[src/rtl/irqagg_pkg.sv]
package irqagg_pkg;

  // Low address bit selects register kind inside a bank
  typedef enum logic {
    KIND_STATUS = 1'b0,
    KIND_MASK   = 1'b1
  } reg_kind_e;

endpackage

[src/rtl/irqagg_sync.sv]
// Multi-stage synchronizer plus a registered copy for rise detection.
module irqagg_sync #(
  parameter int W           = 24,
  parameter int SYNC_STAGES = 2
) (
  input  logic         clk,
  input  logic         rst_n,
  input  logic [W-1:0] din,
  output logic [W-1:0] level,
  output logic [W-1:0] rise
);

  logic [SYNC_STAGES-1:0][W-1:0] stg_q, stg_d;
  logic [W-1:0]                  prev_q, prev_d;

  always_comb begin
    stg_d  = {stg_q[SYNC_STAGES-2:0], din};
    prev_d = stg_q[SYNC_STAGES-1];
  end

  always_ff @(posedge clk or negedge rst_n) begin
    if (!rst_n) begin
      stg_q  <= '0;
      prev_q <= '0;
    end else begin
      stg_q  <= stg_d;
      prev_q <= prev_d;
    end
  end

  assign level = stg_q[SYNC_STAGES-1];
  assign rise  = level & ~prev_q;

endmodule

[src/rtl/irqagg_bank.sv]
// One byte-wide bank: mask register and pending latches.
module irqagg_bank #(
  parameter int                BANK_W   = 8,
  parameter logic [BANK_W-1:0] LVL_MASK = '0
) (
  input  logic              clk,
  input  logic              rst_n,
  input  logic [BANK_W-1:0] rise,
  input  logic [BANK_W-1:0] level,
  input  logic              mask_wr,
  input  logic [BANK_W-1:0] wdata,
  input  logic              clr,
  output logic [BANK_W-1:0] status,
  output logic [BANK_W-1:0] mask
);

  localparam logic [BANK_W-1:0] EDGE_MASK = ~LVL_MASK;

  logic [BANK_W-1:0] mask_q, mask_d;
  logic [BANK_W-1:0] pend_q, pend_d;
  logic [BANK_W-1:0] capture;

  always_comb begin
    mask_d  = mask_wr ? wdata : mask_q;
    capture = rise & mask_q & EDGE_MASK;
    // a fresh capture outranks a clearing read
    pend_d  = ((pend_q & ~{BANK_W{clr}}) | capture) & EDGE_MASK;
  end

  always_ff @(posedge clk or negedge rst_n) begin
    if (!rst_n) begin
      mask_q <= '0;
      pend_q <= '0;
    end else begin
      if (mask_wr) mask_q <= mask_d;
      pend_q <= pend_d;
    end
  end

  assign status = (pend_q & EDGE_MASK) | (level & LVL_MASK);
  assign mask   = mask_q;

  // bank-wide clear when nothing new is captured
  p_read_clears_r4: assert property (@(posedge clk) disable iff (!rst_n)
    (clr && (capture == '0)) |=> ((pend_q & EDGE_MASK) == '0));

  for (genvar i = 0; i < BANK_W; i++) begin : g_bit_chk
    if (EDGE_MASK[i]) begin : g_edge
      p_masked_edge_lost_r5: assert property (@(posedge clk) disable iff (!rst_n)
        (!mask_q[i] && !pend_q[i]) |=> !pend_q[i]);
      p_new_edge_wins_r9: assert property (@(posedge clk) disable iff (!rst_n)
        (clr && rise[i] && mask_q[i]) |=> pend_q[i]);
    end
  end

endmodule

[src/rtl/irqagg_regport.sv]
// Address decode, per-bank strobes and registered read data.
module irqagg_regport
  import irqagg_pkg::*;
#(
  parameter int NUM_BANKS = 3,
  parameter int BANK_W    = 8,
  parameter int ADDR_W    = 3
) (
  input  logic                        clk,
  input  logic                        rst_n,
  input  logic [ADDR_W-1:0]           reg_addr,
  input  logic                        reg_rd,
  input  logic                        reg_wr,
  input  logic [NUM_BANKS*BANK_W-1:0] status_all,
  input  logic [NUM_BANKS*BANK_W-1:0] mask_all,
  output logic [NUM_BANKS-1:0]        mask_wr,
  output logic [NUM_BANKS-1:0]        stat_clr,
  output logic                        rd_status_any,
  output logic [BANK_W-1:0]           reg_rdata
);

  localparam int SEL_W = ADDR_W - 1;

  logic [SEL_W-1:0]  bank_sel;
  reg_kind_e         kind;
  logic [BANK_W-1:0] rd_mux;
  logic [BANK_W-1:0] rdata_q, rdata_d;

  always_comb begin
    bank_sel      = reg_addr[ADDR_W-1:1];
    kind          = reg_kind_e'(reg_addr[0]);
    mask_wr       = '0;
    stat_clr      = '0;
    rd_mux        = '0;
    rd_status_any = 1'b0;
    for (int b = 0; b < NUM_BANKS; b++) begin
      if (bank_sel == SEL_W'(b)) begin
        if (kind == KIND_MASK) begin
          rd_mux     = mask_all[b*BANK_W +: BANK_W];
          mask_wr[b] = reg_wr;
        end else begin
          rd_mux        = status_all[b*BANK_W +: BANK_W];
          stat_clr[b]   = reg_rd;
          rd_status_any = reg_rd;
        end
      end
    end
    rdata_d = rd_mux;
  end

  always_ff @(posedge clk or negedge rst_n) begin
    if (!rst_n) rdata_q <= '0;
    else if (reg_rd) rdata_q <= rdata_d;
  end

  assign reg_rdata = rdata_q;

  p_unmapped_reads_zero_r2: assert property (@(posedge clk) disable iff (!rst_n)
    (reg_rd && (int'(reg_addr) >= 2*NUM_BANKS)) |=> (reg_rdata == '0));
  p_one_bank_strobe_r4: assert property (@(posedge clk) disable iff (!rst_n)
    $onehot0(stat_clr | mask_wr));

endmodule

[src/rtl/irq_edge_aggregator.sv]
module irq_edge_aggregator #(
  parameter  int NUM_BANKS   = 3,
  parameter  int BANK_W      = 8,
  parameter  int LEVEL_SRC   = 12,
  parameter  int SYNC_STAGES = 2,
  localparam int NUM_SRC     = NUM_BANKS * BANK_W,
  localparam int ADDR_W      = $clog2(2 * NUM_BANKS)
) (
  input  logic               clk,
  input  logic               rst_n,
  input  logic [NUM_SRC-1:0] irq_req,
  input  logic [ADDR_W-1:0]  reg_addr,
  input  logic               reg_rd,
  input  logic               reg_wr,
  input  logic [BANK_W-1:0]  reg_wdata,
  output logic [BANK_W-1:0]  reg_rdata,
  output logic               irq_out
);

  // reset: asserted asynchronously, released on a clock edge
  logic [1:0] rst_sync_q;
  logic       rst_l;

  always_ff @(posedge clk or negedge rst_n) begin
    if (!rst_n) rst_sync_q <= '0;
    else        rst_sync_q <= {rst_sync_q[0], 1'b1};
  end
  assign rst_l = rst_sync_q[1];

  logic [NUM_SRC-1:0]   lvl_sync, rise;
  logic [NUM_SRC-1:0]   status_all, mask_all;
  logic [NUM_BANKS-1:0] mask_wr, stat_clr;
  logic                 rd_status_any;
  logic                 out_q, out_d;
  logic                 any_unmasked;

  irqagg_sync #(.W(NUM_SRC), .SYNC_STAGES(SYNC_STAGES)) u_sync (
    .clk   (clk),
    .rst_n (rst_l),
    .din   (irq_req),
    .level (lvl_sync),
    .rise  (rise)
  );

  for (genvar b = 0; b < NUM_BANKS; b++) begin : g_bank
    localparam logic [BANK_W-1:0] LVL_B =
      (LEVEL_SRC / BANK_W == b) ? (BANK_W'(1) << (LEVEL_SRC % BANK_W)) : '0;
    irqagg_bank #(.BANK_W(BANK_W), .LVL_MASK(LVL_B)) u_bank (
      .clk     (clk),
      .rst_n   (rst_l),
      .rise    (rise[b*BANK_W +: BANK_W]),
      .level   (lvl_sync[b*BANK_W +: BANK_W]),
      .mask_wr (mask_wr[b]),
      .wdata   (reg_wdata),
      .clr     (stat_clr[b]),
      .status  (status_all[b*BANK_W +: BANK_W]),
      .mask    (mask_all[b*BANK_W +: BANK_W])
    );
  end

  irqagg_regport #(.NUM_BANKS(NUM_BANKS), .BANK_W(BANK_W), .ADDR_W(ADDR_W)) u_port (
    .clk           (clk),
    .rst_n         (rst_l),
    .reg_addr      (reg_addr),
    .reg_rd        (reg_rd),
    .reg_wr        (reg_wr),
    .status_all    (status_all),
    .mask_all      (mask_all),
    .mask_wr       (mask_wr),
    .stat_clr      (stat_clr),
    .rd_status_any (rd_status_any),
    .reg_rdata     (reg_rdata)
  );

  always_comb begin
    any_unmasked = |(status_all & mask_all);
    out_d        = rd_status_any ? 1'b0 : any_unmasked;
  end

  always_ff @(posedge clk or negedge rst_l) begin
    if (!rst_l) out_q <= 1'b0;
    else        out_q <= out_d;
  end

  assign irq_out = out_q;

  p_read_drops_out_r8: assert property (@(posedge clk) disable iff (!rst_l)
    rd_status_any |=> !irq_out);
  p_out_has_cause_r7: assert property (@(posedge clk) disable iff (!rst_l)
    $rose(irq_out) |-> $past(any_unmasked));
  p_level_live_r6: assert property (@(posedge clk) disable iff (!rst_l)
    (status_all[LEVEL_SRC] == lvl_sync[LEVEL_SRC]));

endmodule

[config.mk]
export PLATFORM = sky130hd
export DESIGN_NAME = irq_edge_aggregator
export DESIGN_NICKNAME = d
export VERILOG_FILES = /design/src/rtl/irqagg_pkg.sv /design/src/rtl/irqagg_sync.sv /design/src/rtl/irqagg_bank.sv /design/src/rtl/irqagg_regport.sv /design/src/rtl/irq_edge_aggregator.sv
export SDC_FILE = /design/constraint.sdc
export NUM_CORES = 1
export LEC_CHECK = 0
export BUFFER_PORTS_ARGS = -buffer_cell sky130_fd_sc_hd__buf_2
export CORE_ASPECT_RATIO = 0.9
export CORE_UTILIZATION = 55
export CTS_BUF_LIST = sky130_fd_sc_hd__clkbuf_4
export CTS_CLUSTER_SIZE = 16
export DETAILED_ROUTE_END_ITERATION = 12
export PLACE_DENSITY_LB_ADDON = 0.2
export SLEW_MARGIN = 20
export SYNTH_ARGS = -nofsm -noshare
export SYNTH_HDL_FRONTEND = slang
export SYNTH_SLANG_ARGS = --single-unit
[constraint.sdc]
create_clock -name clk -period 11.2 [get_ports clk]
set_input_delay 0.56 -clock clk [delete_from_list [all_inputs] [get_ports clk]]
set_output_delay 0.56 -clock clk [all_outputs]
set_load 0.02 [all_outputs]
==> results.sh, run 1 <==
export IMPL_pwr_share_comb=0.121
export IMPL_yosysSeqAreaShare=0.722
export IMPL_io_buffer_count=47
export IMPL_grt_pass1_wl_um=13400
export IMPL_layout_drive_gt1_share=0.352
export IMPL_hold_viol=0
export IMPL_synthDistinctLibCells=24
export IMPL_num_antenna_cells=0
export IMPL_initial_core_util=0.581
export IMPL_grt_max_degree=84
export IMPL_die_width_um=97.0
export IMPL_worstMarginPinSlew_ns=0.776
export IMPL_p_sw_uw=284
export IMPL_synth_top_family_by_area="multiplexers"
export IMPL_layout_cells_non_filler=445
export IMPL_cts_resized=0
export IMPL_drc=0
export IMPL_antenna_left=0
export IMPL_clk_latency_ns=0.51
export IMPL_critPathTopFamily="simple AND/OR/NAND/NOR gates"
export IMPL_die_h_um=87.5
export IMPL_finalSetupTns_ns=0
export IMPL_start_kind="input pin"
export IMPL_fin_crit_sh=0.155
export IMPL_ys_seq_elements=129
export IMPL_slowest_delay_ns=0.65
export IMPL_ys_warn_count=0
export IMPL_p_sw_frac=0.265
export IMPL_synth_fa_ha_area_frac=0
export IMPL_synth_xor_area_frac=0
export IMPL_required_ns=11.60
export IMPL_final_nets=375
export IMPL_crit_path_end_kind="flop"
export IMPL_synth_common_cells="129 x dfrtp_1, 32 x mux2_2, 20 x a22oi_1, 20 x a32o_1, 20 x inv_1"
export IMPL_yosysMostFrequentCell="dfrtp_1"
export IMPL_synthesis_nets=314
export IMPL_grt_overflow=0
export IMPL_grt_antenna_before_repair=0
export IMPL_post_drt_via_cell_ratio=5.63
export IMPL_status="finished, final reports clean"
export IMPL_vias=2504
export IMPL_ys_top_cells_by_area="dfrtp_1 72%, mux2_2 8.1%, a32o_1 4.5%"
export IMPL_fin_worst_skew_ns=0.0117
export IMPL_initialDrtViolationCount=129
export IMPL_cts_tree="done"
export IMPL_synth_compound_area_frac=0.0952
export IMPL_hp_class="input pin to flop"
export IMPL_crit_chain="buf_2 > nor2b_1 > nand2_1 > a32o_1"
export IMPL_cts_made_buffers=17
export IMPL_synth_mux_area_frac=0.122
export IMPL_synth_top_cell_area_share=0.722
export IMPL_arrival_ns=2.13
export IMPL_dpl_cell_count=412
export IMPL_synthArstFlopShare=1.00
export IMPL_p_seq_frac=0.542
export IMPL_clk_pin_slew_ns=0.12
export IMPL_clkPwrFrac=0.337
export IMPL_rsz0062_at_grt="false"
export IMPL_syn_area_um2=4470
export IMPL_maxCapViolCount=0
export IMPL_p_int_uw=786
export IMPL_synthToLayoutAreaGrowth_pct=15.0
export IMPL_cts_buffer_depth=2
export IMPL_path_max_fanout=13
export IMPL_ir_worst_vdd_uv=120
export IMPL_fmax_mhz=576
export IMPL_cp_slowest_cell="nor2b_1"
export IMPL_core_um2=7690
export IMPL_slew_headroom=0.481
export IMPL_place_congestion=0.762
export IMPL_htreeDepth=4
export IMPL_ioPinCount=48
export IMPL_synthSimpleGateAreaFrac=0.0322
export IMPL_dr_pass1_iters=4
export IMPL_synth_top_area_cell="dfrtp_1"
export IMPL_grt_use_total=0.218
export IMPL_wl_per_cell_um=17.6
export IMPL_routed_wl_um=7830
export IMPL_p_per_area_nw_per_um2=208
export IMPL_syn_avg_cell_area_um2=16.3
export IMPL_die_area_um2=8490
export IMPL_fin_crit_ns=1.73
export IMPL_worst_path_buf_inv=1
export IMPL_clkSinkCount=129
export IMPL_critPathKind="input pin to flop"
export IMPL_place_hpwl_um=5270
export IMPL_synthFlopType="dfrtp_1"
export IMPL_finalMaxSlewViolations=0
export IMPL_cts_setup_buffers=0
export IMPL_synthCells=275
export IMPL_first_global_vias=2564
export IMPL_synth_edff_count=0
export IMPL_setup_violations=0
export IMPL_num_rows=30
export IMPL_p_leak_nw=2.34
export IMPL_ctsRootBufferMaster="clkbuf_4"
==> routing by layer <==
metal	global-route usage	share of wire	vias up
li1	-	-	1134
met1	0.289	0.45	1274
met2	0.331	0.47	78
met3	0.0682	0.050	18
met4	0.114	0.032	0
met5	0	0	-
==> state kept, by name, indices dropped and copies added (netlist names) <==
signal / cells
u_sync.stg_d: 24
u_port.reg_rdata: 8
g_bank.u_bank.pend_q: 7
g_bank.u_bank.mask: 24
irq_out: 1
g_bank.u_bank.status: 16
rst_sync_q: 2
u_sync.level: 24
u_sync.prev_q: 23
==> through the flow <==
stage	area (um^2)	hold slack, ns	power, mW	util	worst slack (ns)
detailed placement	4790	0.335	0.718	0.623	8.98
floorplan	4470	0.264	0.670	-	7.34
CTS	5140	0.0986	1.08	0.668	9.37
global placement	4790	0.332	0.712	0.623	9.04
global route	5140	0.0856	1.12	0.668	9.34
finish	5140	0.144	1.07	0.668	9.47
==> final timing paths <==
check                              start                    endpoint  slack (ns)  depth (start not counted)
setup / recovery             reg_addr[1]  g_bank[2].u_bank.status[1]        9.47                          4
hold / removal               irq_req[10]            u_sync.stg_d[34]        0.14                          1
setup reg to reg           rst_sync_q[1]  g_bank[0].u_bank.status[0]        9.79                          1
hold reg to reg            rst_sync_q[1]             u_sync.level[9]        0.33                          0
max in group asynchronous  rst_sync_q[1]  g_bank[0].u_bank.status[0]        9.79                          1
min in group asynchronous  rst_sync_q[1]             u_sync.level[9]        0.33                          0
==> layout make-up <==
class | count | area, um^2
tap | 96 | 120
sequential | 129 | 3230
clock inverter | 14 | 201
clock buffer | 18 | 135
multi-input combinational | 118 | 1120
fill | 551 | 2550
timing repair buffer | 49 | 256
inverter | 21 | 78.8
==> cell families after synthesis <==
group	Yosys count
flops	129
compound gates	52
mux	40
buf+inv	28
simple gates	25
other cells	1
==> power groups by stage <==
stage	clock, mW	combinational, mW	sequential [mW]
after global placement	0	0.126	0.586
after detailed placement	0	0.130	0.588
final	0.361	0.130	0.580
after global routing	0.391	0.143	0.590
after CTS	0.371	0.131	0.580
after floorplan	0	0.0888	0.581
==> placed cells by master, fill, tap and decap left out, drive strengths merged, types with 2 or more instances in the layout <==
master	n
nor2	9
a21oi	8
o2bb2ai	3
buf	48
clkbuf	18
bufinv	4
mux2	32
a22oi	20
a32o	20
nand2	7
inv	26
nand4	4
clkinv	4
nand3	2
dfrtp	129
mux4	8
==> repair_timing <==
action	4_1_cts	5_1_grt
hold buffers	1	0
endpoints found under the hold margin	2	0
setup endpoints to repair	0	0
(Power assumes the default switching activity.)
==> run 2: changes to the inputs <==
--- a/config.mk
+++ b/config.mk
@@ -5,6 +5,7 @@
 export SDC_FILE = /design/constraint.sdc
 export NUM_CORES = 1
 export LEC_CHECK = 0
+export ABC_AREA = 1
 export BUFFER_PORTS_ARGS = -buffer_cell sky130_fd_sc_hd__buf_2
 export CORE_ASPECT_RATIO = 0.9
 export CORE_UTILIZATION = 55
==> constraint.sdc (replaced) <==
create_clock -name clk -period 1.6 [get_ports clk]
set_input_delay 0.08 -clock clk [delete_from_list [all_inputs] [get_ports clk]]
set_output_delay 0.08 -clock clk [all_outputs]
set_load 0.02 [all_outputs]
==> results.sh, run 2 <==
export IMPL_grt_antenna_before_repair=0
export IMPL_hold_viol=0
export IMPL_ys_warn_count=0
export IMPL_yosysSeqAreaShare=0.660
export IMPL_synthesis_nets=488
export IMPL_critPathCapture="g_bank[0].u_bank.status[0]"
export IMPL_synth_edff_count=0
export IMPL_grt_overflow=0
export IMPL_finalMaxSlewViolations=0
export IMPL_num_rows=32
export IMPL_required_ns=1.99
export IMPL_total_power_mw=7.48
export IMPL_synth_common_cells="129 x dfrtp_1, 121 x nand2_1, 57 x inv_1"
export IMPL_reg2reg_to="u_port.reg_rdata[5]"
export IMPL_grt_use_total=0.234
export IMPL_critPathKind="input pin to flop"
export IMPL_worstSetupStartpoint="reg_rd"
export IMPL_core_um2=8610
export IMPL_clk_pin_slew_ns=0.11
export IMPL_rsz0062_at_grt="false"
export IMPL_final_nets=585
export IMPL_r2r_slack_ns=0.45
export IMPL_start_kind="input pin"
export IMPL_synthCells=449
export IMPL_crit_path_end_kind="flop"
export IMPL_p_per_area_nw_per_um2=1260
export IMPL_synthToLayoutAreaGrowth_pct=21.3
export IMPL_place_congestion=0.855
export IMPL_wl_met1_um=4350
export IMPL_vias=3263
export IMPL_initial_core_util=0.568
export IMPL_hp_class="input pin to flop"
export IMPL_clkSinkCount=129
export IMPL_cts_made_buffers=17
export IMPL_maxCapViolCount=0
export IMPL_synthFlopType="dfrtp_1"
export IMPL_grt_pass1_wl_um=15700
export IMPL_num_antenna_cells=0
export IMPL_status="finished, final reports clean"
export IMPL_synth_top_cell_area_share=0.660
export IMPL_cts_buffer_depth=2
export IMPL_reg2reg_depth=6
export IMPL_cts_tree="done"
export IMPL_antenna_left=0
export IMPL_ir_worst_vdd_uv=1200
export IMPL_synthDistinctLibCells=22
export IMPL_fin_crit_ns=1.18
export IMPL_synth_top_area_cell="dfrtp_1"
export IMPL_synthArstFlopShare=1.00
export IMPL_yosysMostFrequentCell="dfrtp_1"
export IMPL_die_area_um2=9280
export IMPL_top_layer="met4"
export IMPL_fin_crit_sh=0.735
export IMPL_finalSetupTns_ns=0
export IMPL_setup_violations=0
export IMPL_met3_length_um=508
export IMPL_wl_met2_um=4430
export IMPL_ioPinCount=48
export IMPL_p_leak_nw=2.96
export IMPL_fin_worst_skew_ns=0.0162
export IMPL_rr_startpoint="g_bank[1].u_bank.mask[5]"
export IMPL_syn_area_um2=4890
export IMPL_initialDrtViolationCount=138
export IMPL_wl_per_cell_um=13.9
export IMPL_syn_avg_cell_area_um2=10.9
export IMPL_place_hpwl_um=6610
export IMPL_die_width_um=101
export IMPL_post_drt_via_cell_ratio=4.81
export IMPL_clk_latency_ns=0.52
export IMPL_die_h_um=91.5
export IMPL_ys_seq_elements=129
export IMPL_fmax_mhz=851
export IMPL_drc=0
export IMPL_ys_top_cells_by_area="dfrtp_1 66%, nand2_1 9.3%, inv_1 4.4%"
export IMPL_cts_resized=0
export IMPL_routed_wl_um=9440
export IMPL_dr_pass1_iters=4
export IMPL_first_global_vias=3307
export IMPL_htreeDepth=4
export IMPL_ctsRootBufferMaster="clkbuf_4"
export IMPL_fillCellCount=656
export IMPL_arrival_ns=1.56
export IMPL_io_buffer_count=47
export IMPL_layout_common_cells="128 x dfrtp_1, 121 x nand2_1, 57 x inv_1, 47 x buf_2, 35 x dlygate4sd3_1"
export IMPL_finalCoreUtilization=0.690
export IMPL_path_max_fanout=10
export IMPL_grt_max_degree=38
export IMPL_layout_commonest_cell="dfrtp_1"
export IMPL_layout_drive_gt1_share=0.225
==> run 2: worst min path at each step <==
stage,slack (ns),from,cells past startpoint,endpoint
finish,0.09,reg_addr[1],3,irq_out
global route,0.07,reg_addr[1],3,irq_out
CTS,0.05,reg_addr[1],3,irq_out
detailed placement,-0.13,rst_n,1,rst_sync_q[0]
global placement,-0.13,rst_n,1,rst_sync_q[0]
floorplan,-0.22,rst_n,0,rst_sync_q[0]
==> run 2: cell type report <==
type	count	area (um^2)	area share
clock buffers	18	135	0.0228
clock inverters	14	190	0.0320
inverters	59	231	0.0390
multi-input cells	250	1320	0.223
flip-flops and latches	129	3230	0.544
well taps	119	149	0.0251
repair buffers	89	676	0.114
==> run 2: cell families (layout without fill, tap and decap cells) <==
kind of cell / count (synthesis) / count (layout) / synth area share
AO/OA/AOI/OAI: 73 / 73 / 0.108
buffers and inverters: 70 / 180 / 0.0698
other: 1 / 1 / 0.000766
flip-flops: 129 / 129 / 0.660
AND/OR/NAND/NOR: 176 / 176 / 0.162
==> run 2: worst max-delay path, cell delays in order <==
cell and delay, ns:
dlygate4sd3_1 0.51, buf_2 0.22, nand2_1 0.26, nor3_4 0.36, o21ai_0 0.14
==> run 2: per-layer routing <==
metal	vias to the layer above	global-route usage
li1	1616	-
met1	1553	0.312
met2	81	0.362
met3	13	0.0654
met4	0	0.0930
met5	-	0
==> run 2: through the flow <==
stage	instances	hold WS, ns	instance area, um^2	setup slack, ns
final	678	0.0864	5940	0.425
after global routing	678	0.0683	5940	0.360
after CTS	678	0.0528	5940	0.426
after detailed placement	611	-0.133	5260	0.369
after global placement	611	-0.135	5260	0.423
after floorplan	449	-0.216	4900	0.229
==> run 2: repair_timing <==
item	in CTS	in global routing
buffers inserted	0	0
hold buffers	35	0
endpoints found under the hold margin	58	0
==> run 2: where the power goes <==
group | switching, mW | internal (mW)
combinational | 0.623 | 0.448
sequential | 0.315 | 3.67
clock | 1.17 | 1.25
total | 2.10 | 5.37
